### src/rtl/fwh_reg_pkg.sv
package fwh_reg_pkg;
  localparam int unsigned ADDR_W = 32;
  localparam int unsigned ID_W   = 4;
  localparam int unsigned DATA_W = 8;
  localparam int unsigned GPI_W  = 5;
  localparam int unsigned BLOCKS = 16;

  localparam logic [ADDR_W-1:0] GPI_BOOT_ADDR  = 32'hFFBC_0100;
  localparam logic [ADDR_W-1:0] LOCK_BOOT_BASE = 32'hFFB0_0002;
  localparam logic [ADDR_W-1:0] LOCK_STRIDE    = 32'h0001_0000;
  localparam logic [ADDR_W-1:0] ID_PAGE_SIZE   = 32'h0040_0000;
endpackage

### src/rtl/fwh_id_match.sv
module fwh_id_match #(
  parameter int unsigned ID_W = 4
) (
  input  logic            clk,
  input  logic            rst,
  input  logic [ID_W-1:0] strap_id,
  input  logic [ID_W-1:0] cyc_id,
  input  logic            rd_en,
  input  logic            wr_en,
  output logic            id_ok,
  output logic            sel_q
);
  assign id_ok = (cyc_id == strap_id);

  always_ff @(posedge clk) begin
    if (rst) sel_q <= 1'b0;
    else     sel_q <= id_ok && (rd_en || wr_en);
  end

  // a raised select flag traces back to a strobed cycle with matching ID
  p_sel_source_r1: assert property (@(posedge clk) disable iff (rst)
    sel_q |-> $past((cyc_id == strap_id) && (rd_en || wr_en)));
  // a mismatched cycle never raises the flag
  p_mismatch_quiet_r2: assert property (@(posedge clk) disable iff (rst)
    (cyc_id != strap_id) |=> !sel_q);
endmodule

### src/rtl/fwh_addr_decode.sv
module fwh_addr_decode #(
  parameter int unsigned ADDR_W = 32,
  parameter int unsigned ID_W   = 4,
  parameter int unsigned BLOCKS = 16,
  parameter logic [ADDR_W-1:0] GPI_BOOT_ADDR  = 32'hFFBC_0100,
  parameter logic [ADDR_W-1:0] LOCK_BOOT_BASE = 32'hFFB0_0002,
  parameter logic [ADDR_W-1:0] LOCK_STRIDE    = 32'h0001_0000,
  parameter logic [ADDR_W-1:0] ID_PAGE_SIZE   = 32'h0040_0000
) (
  input  logic [ID_W-1:0]   strap_id,
  input  logic [ADDR_W-1:0] addr,
  output logic              gpi_hit,
  output logic [BLOCKS-1:0] lock_hit
);
  logic [ADDR_W-1:0] page_off;

  assign page_off = ADDR_W'(strap_id) * ID_PAGE_SIZE;
  assign gpi_hit  = (addr == (GPI_BOOT_ADDR - page_off));

  for (genvar k = 0; k < BLOCKS; k++) begin : g_lock_dec
    localparam logic [ADDR_W-1:0] BOOT_ADDR = LOCK_BOOT_BASE + ADDR_W'(k) * LOCK_STRIDE;
    assign lock_hit[k] = (addr == (BOOT_ADDR - page_off));
  end
endmodule

### src/rtl/fwh_lock_regs.sv
module fwh_lock_regs #(
  parameter int unsigned BLOCKS = 16
) (
  input  logic              clk,
  input  logic              rst,
  input  logic              wr_go,
  input  logic [BLOCKS-1:0] lock_hit,
  input  logic              wr_bit,
  output logic [BLOCKS-1:0] lock_q
);
  for (genvar k = 0; k < BLOCKS; k++) begin : g_lock
    always_ff @(posedge clk) begin
      if (rst)                     lock_q[k] <= 1'b1;
      else if (wr_go && lock_hit[k]) lock_q[k] <= wr_bit;
    end

    // an accepted write to block k lands in bit k
    p_write_lands_r5: assert property (@(posedge clk) disable iff (rst)
      (wr_go && lock_hit[k]) |=> (lock_q[k] == $past(wr_bit)));
    // without a write to block k its bit holds
    p_bit_holds_r7: assert property (@(posedge clk) disable iff (rst)
      !(wr_go && lock_hit[k]) |=> $stable(lock_q[k]));
  end

  // reset leaves every block locked
  p_reset_locked_r6: assert property (@(posedge clk) rst |=> (&lock_q));
endmodule

### src/rtl/fwh_reg_decode.sv
module fwh_reg_decode
  import fwh_reg_pkg::*;
#(
  parameter int unsigned AW = ADDR_W,
  parameter int unsigned IW = ID_W,
  parameter int unsigned DW = DATA_W,
  parameter int unsigned GW = GPI_W,
  parameter int unsigned NB = BLOCKS,
  parameter logic [ADDR_W-1:0] PAGE_SIZE = ID_PAGE_SIZE
) (
  input  logic          clk,
  input  logic          rst,
  input  logic [IW-1:0] strap_id,
  input  logic [IW-1:0] cyc_id,
  input  logic [AW-1:0] addr,
  input  logic          rd_en,
  input  logic          wr_en,
  input  logic [DW-1:0] wr_data,
  input  logic [GW-1:0] gpi_pins,
  input  logic          array_busy,
  output logic [DW-1:0] rd_data,
  output logic          selected,
  output logic [NB-1:0] lock_bits
);
  logic          id_ok;
  logic          gpi_hit;
  logic [NB-1:0] lock_hit;
  logic          rd_go;
  logic          wr_go;
  logic [DW-1:0] rd_next;
  logic          unused_wr_hi;

  assign unused_wr_hi = ^wr_data[DW-1:1];

  fwh_id_match #(.ID_W(IW)) u_match (
    .clk(clk), .rst(rst), .strap_id(strap_id), .cyc_id(cyc_id),
    .rd_en(rd_en), .wr_en(wr_en), .id_ok(id_ok), .sel_q(selected)
  );

  fwh_addr_decode #(
    .ADDR_W(AW), .ID_W(IW), .BLOCKS(NB),
    .GPI_BOOT_ADDR(GPI_BOOT_ADDR), .LOCK_BOOT_BASE(LOCK_BOOT_BASE),
    .LOCK_STRIDE(LOCK_STRIDE), .ID_PAGE_SIZE(PAGE_SIZE)
  ) u_dec (
    .strap_id(strap_id), .addr(addr), .gpi_hit(gpi_hit), .lock_hit(lock_hit)
  );

  assign rd_go = rd_en && id_ok && !array_busy;
  assign wr_go = wr_en && id_ok && !array_busy;

  fwh_lock_regs #(.BLOCKS(NB)) u_locks (
    .clk(clk), .rst(rst), .wr_go(wr_go), .lock_hit(lock_hit),
    .wr_bit(wr_data[0]), .lock_q(lock_bits)
  );

  always_comb begin
    rd_next = '0;
    if (rd_go) begin
      if (gpi_hit) rd_next = DW'(gpi_pins);
      for (int k = 0; k < int'(NB); k++) begin
        if (lock_hit[k]) rd_next = DW'(lock_bits[k]);
      end
    end
  end

  always_ff @(posedge clk) begin
    if (rst) rd_data <= '0;
    else     rd_data <= rd_next;
  end

  // reads during a busy array return zero
  p_busy_read_zero_r8: assert property (@(posedge clk) disable iff (rst)
    array_busy |=> (rd_data == '0));
  // writes during a busy array leave the lock lines alone
  p_busy_write_hold_r8: assert property (@(posedge clk) disable iff (rst)
    array_busy |=> $stable(lock_bits));
  // no valid read, no data
  p_idle_zero_r9: assert property (@(posedge clk) disable iff (rst)
    !rd_en |=> (rd_data == '0));
  // reserved input bits never set
  p_gpi_reserved_r3: assert property (@(posedge clk) disable iff (rst)
    $past(rd_en && gpi_hit) |-> (rd_data[DW-1:GW] == '0));
  // a mismatched cycle returns nothing
  p_mismatch_zero_r2: assert property (@(posedge clk) disable iff (rst)
    (cyc_id != strap_id) |=> (rd_data == '0));
endmodule

### config.mk
export PLATFORM = sky130hd
export DESIGN_NAME = fwh_reg_decode
export DESIGN_NICKNAME = d
export VERILOG_FILES = /design/src/rtl/fwh_reg_pkg.sv /design/src/rtl/fwh_id_match.sv /design/src/rtl/fwh_addr_decode.sv /design/src/rtl/fwh_lock_regs.sv /design/src/rtl/fwh_reg_decode.sv
export SDC_FILE = /design/constraint.sdc
export NUM_CORES = 1
export LEC_CHECK = 0
export BUFFER_PORTS_ARGS = -buffer_cell sky130_fd_sc_hd__buf_2
export CORE_MARGIN = 2
export CORE_UTILIZATION = 41
export DETAILED_ROUTE_END_ITERATION = 8
export PLACE_DENSITY = 0.74
export RECOVER_POWER = 50
export SYNTH_ARGS = -nofsm -noshare
export SYNTH_HDL_FRONTEND = slang
export SYNTH_HIERARCHICAL = 1
export SYNTH_SLANG_ARGS = --single-unit
### constraint.sdc
create_clock -name clk -period 3.2 [get_ports clk]
set_input_delay 0.48 -clock clk [delete_from_list [all_inputs] [get_ports clk]]
set_output_delay 0.48 -clock clk [all_outputs]
set_load 0.05 [all_outputs]
**Word level (Yosys, flattened, before mapping)**

Index checks and enable logic that the tools add are counted.

- Flip-flop bits (word level): 25
- Word-level logic and storage cells: 100
- Bits of input ports: 58

- Bitwise gates (word level): 2
- Muxes and demuxes: 17
- Equality and inequality tests: 18
- Reduce and logical (&&, ||, !) cells: 26
- Add/subtract/negate cells: 17

Operator list:

| kind | number |
|---|---|
| 32-bit equality test | 17 |
| 24-bit by 27-bit subtractor with 28-bit output, first input constant | 17 |
| 1-bit logical AND | 21 |
| 19-bit OR reduction | 1 |
| 18-bit OR reduction | 1 |
| 1-bit 2-to-1 mux | 17 |
| 4-bit equality test | 1 |
| 1-bit NOT | 2 |
| 2-bit OR reduction | 1 |
| 1-bit zero test | 1 |
| 1-bit logical OR | 1 |

**Longest topological paths before layout**

- Depth after elaboration: 19
- Depth in mapped cells: 11

**By module**

The synthesis kept the hierarchy.

By module, submodules not included:

| module | times used | cells each | area an instance (µm²) |
|---|---|---|---|
| fwh_lock_regs | 1 | 55 | 620.6 |
| fwh_addr_decode | 1 | 55 | 461.7 |
| fwh_reg_decode | 1 | 52 | 412.9 |
| fwh_id_match | 1 | 8 | 83.8 |

**Least setup slack after synthesis**

OpenSTA, ideal clock, no wires.

- Kind: input to register
- Start: input strap_id[0]
- End: register rd_data[0]
- Required time: 3.126 ns
- Library setup time: 0.074 ns
- Setup slack: 0.126 ns
- Stages on the path: 10
- Buffers on the path: 1
- Data arrival time: 3.000 ns
- Path through: ha_1 > xnor2_2 > or4_1 > buf_6 > nor4_1 > a21oi_1 > a2111oi_2 > o21ai_1 > a21o_1 > a31oi_1

- Elaborated cells on any way between the ends: 56
- Those cells by class: 17 x add/sub; 18 x eq/ne; 17 x mux; 1 x bitwise; 3 x reduce/logical

RTL lines:

| item | line | text |
|---|---|---|
| start: declaration | fwh_reg_decode.sv:13 | `input logic [IW-1:0] strap_id,` |
| 24-bit by 27-bit subtractor with 28-bit output | fwh_addr_decode.sv:22 | `assign lock_hit[k] = (addr == (BOOT_ADDR - page_off));` |
| 32-bit equality test | fwh_addr_decode.sv:22 |  |
| net lock_hit[0] | fwh_reg_decode.sv:27 | `logic [NB-1:0] lock_hit;` |
| 1-bit 2-to-1 mux (16 in series) | fwh_reg_decode.sv:61 | `if (lock_hit[k]) rd_next = DW'(lock_bits[k]);` |
| end signal: assignment | fwh_reg_decode.sv:68 | `else rd_data <= rd_next;` |
| end: declaration | fwh_reg_decode.sv:21 | `output logic [DW-1:0] rd_data,` |

The timed path passes the listed nets, and every way through them passes these cells.
A chain may end at the register's enable or synchronous reset.

**Worst setup path after layout**

- Start: input strap_id[0]
- End: register rd_data[0]

- Elaborated cells on any way between the ends: 56
- Those cells by class: 17 x add/sub; 18 x eq/ne; 17 x mux; 1 x bitwise; 3 x reduce/logical

RTL lines:

| item | line |
|---|---|
| 24-bit by 27-bit subtractor with 28-bit output | fwh_addr_decode.sv:22 |
| 32-bit equality test | fwh_addr_decode.sv:22 |
| net lock_hit[5] | fwh_reg_decode.sv:27 |
| 1-bit 2-to-1 mux (11 in series) | fwh_reg_decode.sv:61 |

The timed path passes the listed nets, and every way through them passes these cells.

==> flow_summary.toml <==
[die]
start_util_pct = 42.8
core_sq_um = 3690
io_pins = 83
die_w_um = 66.1
die_h_um = 66.1
rows = 22
dieArea_sq_um = 4360

[synthesis]
async_reset_ff_share_pct = 0
synth.area.top_cells = "dfxtp_1, nor4_2, a211oi_1, a31oi_1, nor4_1"
ys_seq_elements = 22
synth_edf_count = 0
synthDistinctLibCells = 44
seq_area_frac_synth_pct = 27.9
yosys_warnings = 6
synth_top_area_share_pct = 27.9
syn-cell-area_sq_um = 1580
synthFlopType = "dfxtp_1"
synth.most_common_cell = "dfxtp_1"
synth_area_per_cell_sq_um = 9.29
synth_top_cells_by_count = "dfxtp_1, a211oi_1, a31oi_1"
synth_cells = 170
yosys.area.top_type = "dfxtp_1"

[worst_setup_path]
critPathSlowestCell = "or4_1"
r2r_cells = 5
crit_required_ps = 3390
cp_top_family = "simple AND/OR/NAND/NOR gates"
critPathKind = "in2reg"
cp_num_buf_inv = 2
r2r-start = "u_locks/lock_q[0]"
end_kind = "register"
r2r_setup_slack_ps = 1780
startpoint_type = "input pin"
r2r_end = "rd_data[0]"
cp_max_fo = 13
cp_data_arrival_time_ps = 3090
cp_cell_sequence = "buf_2, ha_1, xnor2_2, or4_1, buf_4, nor4_2, nor3b_1, a2111oi_2, o21ai_1, a21o_1, a31oi_1"
max_stage_delay_ps = 620
crit_cells = 11

[global_route]
first_global_vias = 1528
grt_pass1_wl_um = 6690
gr-total-overflow = 0
grt_max_degree = 33
antenna_found_initial = 0
grtUsageTotal_pct = 19.2

[power_and_ir_drop]
pwr_density_cell_nw_per_um2 = 294
pwr-share-seq_pct = 44.4
clockPowerShare_pct = 41.1
power_leakage_nw = 0.808
netSwitchingFraction_pct = 22.1
ir_worst_vdd_uv = 218
p_sw_mw = 0.136
power_frac_comb_pct = 14.6
internal-power_mw = 0.481

[outcome]
status = "finished clean"

[hold_path]
hold_depth = 2
min_from = "gpi_pins[3]"
hold_class = "in2reg"
holdPathEnd = "rd_data[3]"

[layout]
fill_cells = 376
fin_nets = 319
syn2layout_area_growth_pct = 33.0
drive_gt1_share_pct = 39.8
antenna_cells = 0
stdcell_area_sq_um = 2100

[routing]
dr_total_vias = 1693
post-route-drc-count = 0
drt_wl_total_um = 4000
wl_per_cell_um = 13.0
drt.antenna.violating_nets = 0
avgViaCountPerCell = 5.51
drt_pass1_iterations = 4
drt_first_iter_violations = 83

[cts]
cts_hold_buf = 0
cts_tree = "yes"
cts.sinks = 22
cts_buffers = 3
htreeDepth = 1
post_cts_buffers = 0
clk_latency_ps = 260
clockBufferDepth = 2
clk_pin_slew_ps = 80
root_buffer = "clkbuf_8"
cts_repair_resize_count = 0

[job]
maxCapViolations = 0

[placement]
dp_hpwl_um = 3230
place.gp.congestion = 0.823
place_ws_ps = 23.3
port_buffers = 72
dpl-instance-area_sq_um = 2060

[sta]
hold_violations = 0
rsz0062_at_grt = "no"
setup_viol = 0
finalCriticalPeriod_ps = 2890
final.setup.tns_ps = 0
finalClockSkew_ps = 1.88
slew_headroom_pct = 59.9
tightest_slew_ps = 603
finalWorstSetupSlack_ps = 307
finalMaxSlewViolations = 0
period_share_pct = 90.4
fmax_mhz = 346
==> registers in the layout, summed over array words and instances (netlist names) <==
signal          cells
u_locks/lock_q     16
u_match/sel_q       1
rd_data             5
==> routing by layer <==
metal	GRT usage, %	share of wire, %	vias to the layer above
met5	0	0	-
met4	4.34	0.70	0
met3	4.09	4.8	4
met2	32.4	49	41
met1	25.0	45	798
li1	-	-	850
==> power groups by stage <==
stage                     combinational, mW  clock (mW)  sequential [mW]
after global routing                 0.0990       0.273            0.274
final                                0.0899       0.253            0.274
after global placement               0.0889           0            0.280
after detailed placement             0.0910           0            0.280
after CTS                            0.0911       0.257            0.274
after floorplan                      0.0513           0            0.281
==> worst max path at each step <==
stage / start / endpoint / slack (ps)
6_report: strap_id[0] / rd_data[0] / 310
5_1_grt: strap_id[0] / rd_data[0] / 70
4_1_cts: strap_id[0] / rd_data[0] / 300
3_5_place_dp: strap_id[0] / rd_data[0] / 20
3_3_place_gp: strap_id[0] / rd_data[0] / 40
2_1_floorplan: strap_id[0] / rd_data[0] / 130
==> kinds of logic (layout without fill, tap and decap cells) <==
logic type               Yosys count  in the layout  share of synthesized area (%)
AND/OR/NAND/NOR                   67             67                           32.5
AO/OA/AOI/OAI                     53             53                           24.2
flip-flops                        22             22                           27.9
buffers and inverters             17            104                           8.95
XOR/XNOR                           9              9                           5.47
adder cells (fa/ha/maj)            1              1                          0.792
other                              1              3                          0.237
==> stage by stage <==
step | utilization (%) | std cells | power, mW | hold slack [ps]
2_1_floorplan | - | 172 | 0.333 | 550
3_3_place_gp | 55.9 | 303 | 0.369 | 529
3_5_place_dp | 55.9 | 303 | 0.371 | 542
4_1_cts | 57.8 | 307 | 0.622 | 410
5_1_grt | 56.9 | 307 | 0.646 | 403
6_report | 56.9 | 307 | 0.617 | 414
==> layout by cell type (no fill, tap or decap), types with 2 or more instances in the layout <==
master	Yosys	layout
a211oi_1	18	18
xor2_1	7	7
dfxtp_1	22	22
nor2_1	6	6
or4_1	2	2
and2_1	4	4
and3b_1	2	2
a2111oi_2	3	3
a31oi_1	17	17
or3b_2	3	3
nand3b_1	5	5
buf_4	3	24
conb_1	1	3
buf_2	2	51
o21ai_1	2	2
o21ai_0	5	5
nand3_1	2	2
clkbuf_1	0	21
a21oi_1	4	4
nor4_1	10	11
inv_1	4	4
nor4_2	13	12
nand2_1	6	6
nor3b_1	2	2
clkbuf_8	1	3
nand4_1	3	3
==> final cells by class <==
type | instances | area [sq um] | area share, %
Tap cell | 48 | 60.1 | 2.86
Timing Repair Buffer | 96 | 514 | 24.5
Sequential cell | 22 | 440 | 21.0
Clock buffer | 3 | 41.3 | 1.97
Multi-Input combinational cell | 133 | 998 | 47.6
Inverter | 4 | 15.0 | 0.715
Clock inverter | 1 | 30.0 | 1.43
(Power assumes the default switching activity.)
